<file path="src/rtl/xcvr_pkg.sv">
package xcvr_pkg;

  typedef enum logic {
    SIDE_A = 1'b0,
    SIDE_B = 1'b1
  } side_e;

  localparam int unsigned NUM_SIDES = 2;

  function automatic side_e far_side(input side_e s);
    return (s == SIDE_A) ? SIDE_B : SIDE_A;
  endfunction

endpackage

</file>
<file path="src/rtl/xcvr_strobe_edge.sv">
module xcvr_strobe_edge (
  input  logic clk,
  input  logic rst_n,
  input  logic strobe,
  output logic rise
);

  logic prev_q;
  logic prev_d;

  always_comb begin
    prev_d = strobe;
    rise   = strobe & ~prev_q;
  end

  always_ff @(posedge clk or negedge rst_n) begin
    if (!rst_n) begin
      prev_q <= 1'b0;
    end else begin
      prev_q <= prev_d;
    end
  end

endmodule

</file>
<file path="src/rtl/xcvr_store.sv">
module xcvr_store #(
  parameter int WIDTH = 8
) (
  input  logic             clk,
  input  logic             rst_n,
  input  logic             load,
  input  logic [WIDTH-1:0] d,
  output logic [WIDTH-1:0] q
);

  logic [WIDTH-1:0] q_nxt;

  always_comb begin
    q_nxt = q;
    if (load) begin
      q_nxt = d;
    end
  end

  always_ff @(posedge clk or negedge rst_n) begin
    if (!rst_n) begin
      q <= '0;
    end else begin
      q <= q_nxt;
    end
  end

endmodule

</file>
<file path="src/rtl/xcvr_route.sv">
module xcvr_route #(
  parameter int WIDTH = 8
) (
  input  logic             drive,
  input  logic             use_reg,
  input  logic [WIDTH-1:0] live,
  input  logic [WIDTH-1:0] stored,
  output logic [WIDTH-1:0] out,
  output logic [WIDTH-1:0] oe
);

  always_comb begin
    out = '0;
    oe  = '0;
    if (drive) begin
      oe  = '1;
      out = use_reg ? stored : live;
    end
  end

endmodule

</file>
<file path="src/rtl/dual_bus_xcvr.sv">
module dual_bus_xcvr
  import xcvr_pkg::*;
#(
  parameter int WIDTH = 8
) (
  input  logic             clk,
  input  logic             rst_n,
  input  logic             oe_n,
  input  logic             dir_b,
  input  logic             sel_a_reg,
  input  logic             sel_b_reg,
  input  logic             a_cap,
  input  logic             b_cap,
  input  logic [WIDTH-1:0] a_in,
  output logic [WIDTH-1:0] a_out,
  output logic [WIDTH-1:0] a_oe,
  input  logic [WIDTH-1:0] b_in,
  output logic [WIDTH-1:0] b_out,
  output logic [WIDTH-1:0] b_oe
);

  localparam int SIDES = int'(NUM_SIDES);

  logic [SIDES-1:0] cap_s;
  logic [SIDES-1:0] use_reg_s;
  logic [SIDES-1:0] drive_s;
  logic [SIDES-1:0] rise_s;
  logic [WIDTH-1:0] pin_in    [SIDES];
  logic [WIDTH-1:0] pin_out   [SIDES];
  logic [WIDTH-1:0] pin_oe    [SIDES];
  logic [WIDTH-1:0] resolved  [SIDES];
  logic [WIDTH-1:0] store_q   [SIDES];
  logic [WIDTH-1:0] a_store_q;
  logic [WIDTH-1:0] b_store_q;

  // Each side's select picks the opposite side's register for its own output.
  assign cap_s     = {b_cap, a_cap};
  assign use_reg_s = {sel_a_reg, sel_b_reg};
  assign pin_in[SIDE_A] = a_in;
  assign pin_in[SIDE_B] = b_in;

  for (genvar s = 0; s < SIDES; s++) begin : g_side
    localparam side_e HERE = side_e'(s);
    localparam side_e FAR  = far_side(HERE);

    assign drive_s[s] = ~oe_n & (dir_b == logic'(HERE));

    xcvr_route #(.WIDTH(WIDTH)) u_route (
      .drive   (drive_s[s]),
      .use_reg (use_reg_s[s]),
      .live    (pin_in[FAR]),
      .stored  (store_q[FAR]),
      .out     (pin_out[s]),
      .oe      (pin_oe[s])
    );

    // Bus level per bit: driven value where this block drives, pin input elsewhere.
    always_comb begin
      resolved[s] = (pin_out[s] & pin_oe[s]) | (pin_in[s] & ~pin_oe[s]);
    end

    xcvr_strobe_edge u_edge (
      .clk    (clk),
      .rst_n  (rst_n),
      .strobe (cap_s[s]),
      .rise   (rise_s[s])
    );

    xcvr_store #(.WIDTH(WIDTH)) u_store (
      .clk   (clk),
      .rst_n (rst_n),
      .load  (rise_s[s]),
      .d     (resolved[s]),
      .q     (store_q[s])
    );
  end

  assign a_out     = pin_out[SIDE_A];
  assign a_oe      = pin_oe[SIDE_A];
  assign b_out     = pin_out[SIDE_B];
  assign b_oe      = pin_oe[SIDE_B];
  assign a_store_q = store_q[SIDE_A];
  assign b_store_q = store_q[SIDE_B];

endmodule

</file>
<file path="config.mk">
export PLATFORM = sky130hd
export DESIGN_NAME = dual_bus_xcvr
export DESIGN_NICKNAME = d
export VERILOG_FILES = /design/src/rtl/xcvr_pkg.sv /design/src/rtl/xcvr_strobe_edge.sv /design/src/rtl/xcvr_store.sv /design/src/rtl/xcvr_route.sv /design/src/rtl/dual_bus_xcvr.sv
export SDC_FILE = /design/constraint.sdc
export NUM_CORES = 1
export LEC_CHECK = 0
export BUFFER_PORTS_ARGS = -buffer_cell sky130_fd_sc_hd__buf_2
export CAP_MARGIN = 10
export CORE_MARGIN = 2
export CORE_UTILIZATION = 50
export DETAILED_ROUTE_END_ITERATION = 10
export GPL_TIMING_DRIVEN = 0
export PLACE_DENSITY = 0.84
export SLEW_MARGIN = 40
export SYNTH_ARGS = -nofsm -noshare
export SYNTH_HDL_FRONTEND = slang
export SYNTH_SLANG_ARGS = --single-unit
</file>
<file path="constraint.sdc">
create_clock -name clk -period 3 [get_ports clk]
set_clock_uncertainty 0.1 [all_clocks]
set_input_delay 0.6 -clock clk [delete_from_list [all_inputs] [get_ports clk]]
set_output_delay 0.6 -clock clk [all_outputs]
set_load 0.1 [all_outputs]
</file>
==> flow_summary_export.csv <==
group,metric,value,unit
worst_setup_path,cp_slowest_cell,"buf_2",
die,coreArea,0.00243,sq mm
synth,avgSynthCellArea,9.94,sq um
synth,synth_top_area_cell,"dfrtp_1",
cts,cts_resized,0,
job,drv_cap,0,
synth,synth_area,0.00126,sq mm
synth,synth_top_family_by_area,"compound AO/OA/AOI/OAI gates",
worst_setup_path,rrSetupSlack,1.63,ns
placed_design,io_buffers,53,
cts,cts_num_sinks,18,
synth,synth-xor-area-share,0,
cts,cts_setup_buffers,0,
synth,syn-num-nets,151,
routing,drt-initial-drc-count,16,
worst_setup_path,crit_path_end,"a_oe[3]",
synth,synth-simple-area-share,0.141,
sta,setup_viol,0,
layout,layout_common_cells,"buf_2 (53), buf_4 (19), dfrtp_1 (18), mux2i_1 (16), inv_1 (9)",
cts,cts_buffers,3,
power,ir_drop,0.402,mV
routing,drt-total-wl,2.97,mm
power,p_total,820,uW
worst_setup_path,crit_chain,"buf_2, or2_1, buf_6, inv_1, buf_4, buf_2",
worst_setup_path,cp-start-kind,"input pin",
layout,final_common_cell,"buf_2",
outcome,status,"finished, final reports clean",
placed_design,dp_cells,210,
sta,maxSlewHeadroom,0.672,
sta,hold_violations,0,
sta,slew_viol_final,0,
worst_setup_path,path_max_fanout,10,
placed_design,pre_cts_ws,0.378,ns
routing,ant_nets,0,
global_route,grt_antenna_before_repair,0,
worst_setup_path,end_kind,"primary output",
sta,tns,0,ns
synth,yosys-top-cells-area,"dfrtp_1 (36%), mux2i_1 (13%), buf_4 (11%), nor2_4 (7.1%), o22a_2 (6.3%)",
cts,clock_latency,0.30,ns
global_route,first_global_vias,1058,
hold_path,min-delay-path-class,"input pin to async pin",
layout,final_cell_count_no_fill,214,
cts,cts.clk_slew.worst_paths,0.11,ns
worst_setup_path,critical_path_arrival,1.92,ns
worst_setup_path,max_stage_delay,0.41,ns
cts,cts_max_level,1,
sta,tightest_slew,0.495,ns
synth,yosys_register_bits,18,
routing,routedWlPerCell,13.9,um
cts,clock_path_buffers,2,
layout,utilization,0.658,
worst_setup_path,cp_data_required_time,2.30,ns
worst_setup_path,crit_path_frequent_cell,"buf_2",
layout,diodes,0,
synth,seq_area_frac_synth,0.357,
die,io_pins,56,
cts,cts_tree,"built",
synth,synth_compound_area_frac,0.203,
worst_setup_path,r2r-start,"g_side[1].u_edge.prev_q",
worst_setup_path,rr_endpoint,"g_side[1].u_store.q[6]",
worst_setup_path,crit_type,"input pin to primary output",
power,p_leak,0.000844,uW
die,die_w,54.3,um
routing,dr_total_vias,1092,
synth,synthCells,127,
sta,post-route-period-util,0.874,
sta,max_freq,382,MHz
sta,rsz0062_at_grt,"no",
sta,setup_ws,0.379,ns
global_route,grt_first_pass_wirelength,4.76,mm
die,start_util,0.519,
sta,post-route-min-period,2.62,ns
die,fp.dieArea,0.00294,sq mm
layout,drive_above_1_share,0.571,
layout,syn2layout_area_growth,26.9,%
die,rows,18,
placed_design,gp_congestion,0.820,
cts,cts_hold_buffers,0,
routing,first_pass_iters,4,
routing,via_per_inst,5.10,
global_route,grt_use_total,0.222,
synth,synth_top_area_frac,0.357,
synth,synth_fa_ha_area_frac,0,
routing,post-route-drc-count,0,
worst_setup_path,reg2reg_depth,4,
synth,synthMuxAreaShare,0.127,
global_route,grt_remaining_overflow,0,
synth,synth_cell_types,19,
synth,ys_warn_count,0,
power,p_per_area,512,mW/mm^2
die,die_h,54.3,um
global_route,grt_max_degree,19,
worst_setup_path,worstSetupStartpoint,"dir_b",
placed_design,dp_hpwl,2.36,mm
layout,nNetsFinal,209,
cts,cts_root_buf,"clkbuf_4",
## flip-flops by register name, summed over array words and instances, names as in the netlist
signal and cells:
g_side.u_store.q 16, g_side.u_edge.prev_q 2
## stage by stage
stage,instance area (sq um),hold WS [ns]
final,1600,0.115
after global routing,1600,0.127
after CTS,1600,0.133
after detailed placement,1570,0.404
after global placement,1570,0.389
after floorplan,1260,0.204
## critical path, delay by kind of cell
kind	cells	cell delay (ns)
simple gates	1	0.24
buf+inv	5	1.07
## metal layers
layer  track usage  vias up  routed length [um]
met3        0.0328        2                 168
met4        0.0583        0                  16
met2         0.406       36                1540
met1         0.270      526                1240
met5             0        -                   0
li1              -      528                   -
## how the worst min path moves through the flow
| stage | depth (start not counted) | endpoint | from | slack, ns |
|---|---|---|---|---|
| global route | 1 | g_side[1].u_store.q[0] | rst_n | 0.13 |
| global placement | 1 | g_side[1].u_store.q[0] | g_side[1].u_store.q[0] | 0.39 |
| CTS | 1 | g_side[1].u_store.q[0] | rst_n | 0.13 |
| finish | 1 | g_side[1].u_edge.prev_q | rst_n | 0.12 |
| detailed placement | 1 | g_side[0].u_store.q[7] | g_side[0].u_store.q[7] | 0.40 |
| floorplan | 0 | g_side[0].u_edge.prev_q | rst_n | 0.20 |
## final cells by class
type	instances	area [sq um]
fillers	209	831
clock buffers	4	36.3
repair buffers	53	265
multi-input cells	76	594
plain buffers	23	175
inverters	10	42.5
flip-flops and latches	18	450
well taps	30	37.5
## Yosys cell counts
master and count:
and2b_2 1, buf_4 19, buf_6 2, clkbuf_2 2
dfrtp_1 18, inv_1 9, inv_6 1, mux2i_1 16
nand2_1 8, nand2b_1 1, nor2_1 8, nor2_4 8
nor2b_1 1, o21ai_0 8, o21ai_1 1, o21ai_2 7
o22a_1 8, o22a_2 8, or2_1 1
## cells by family after synthesis
kind of cell,after synthesis
buffers and inverters,33
AOI/OAI and AO/OA,32
and+or+nand+nor,28
DFF,18
muxes,16
## where the power goes
part | total, uW | internal (uW) | leakage (uW) | switching (uW)
Clock | 157 | 74.0 | 0.0000210 | 83.5
Combinational | 370 | 100 | 0.000622 | 269
Sequential | 293 | 275 | 0.000201 | 18.1
No activity file was read; power rests on OpenSTA's default activity.
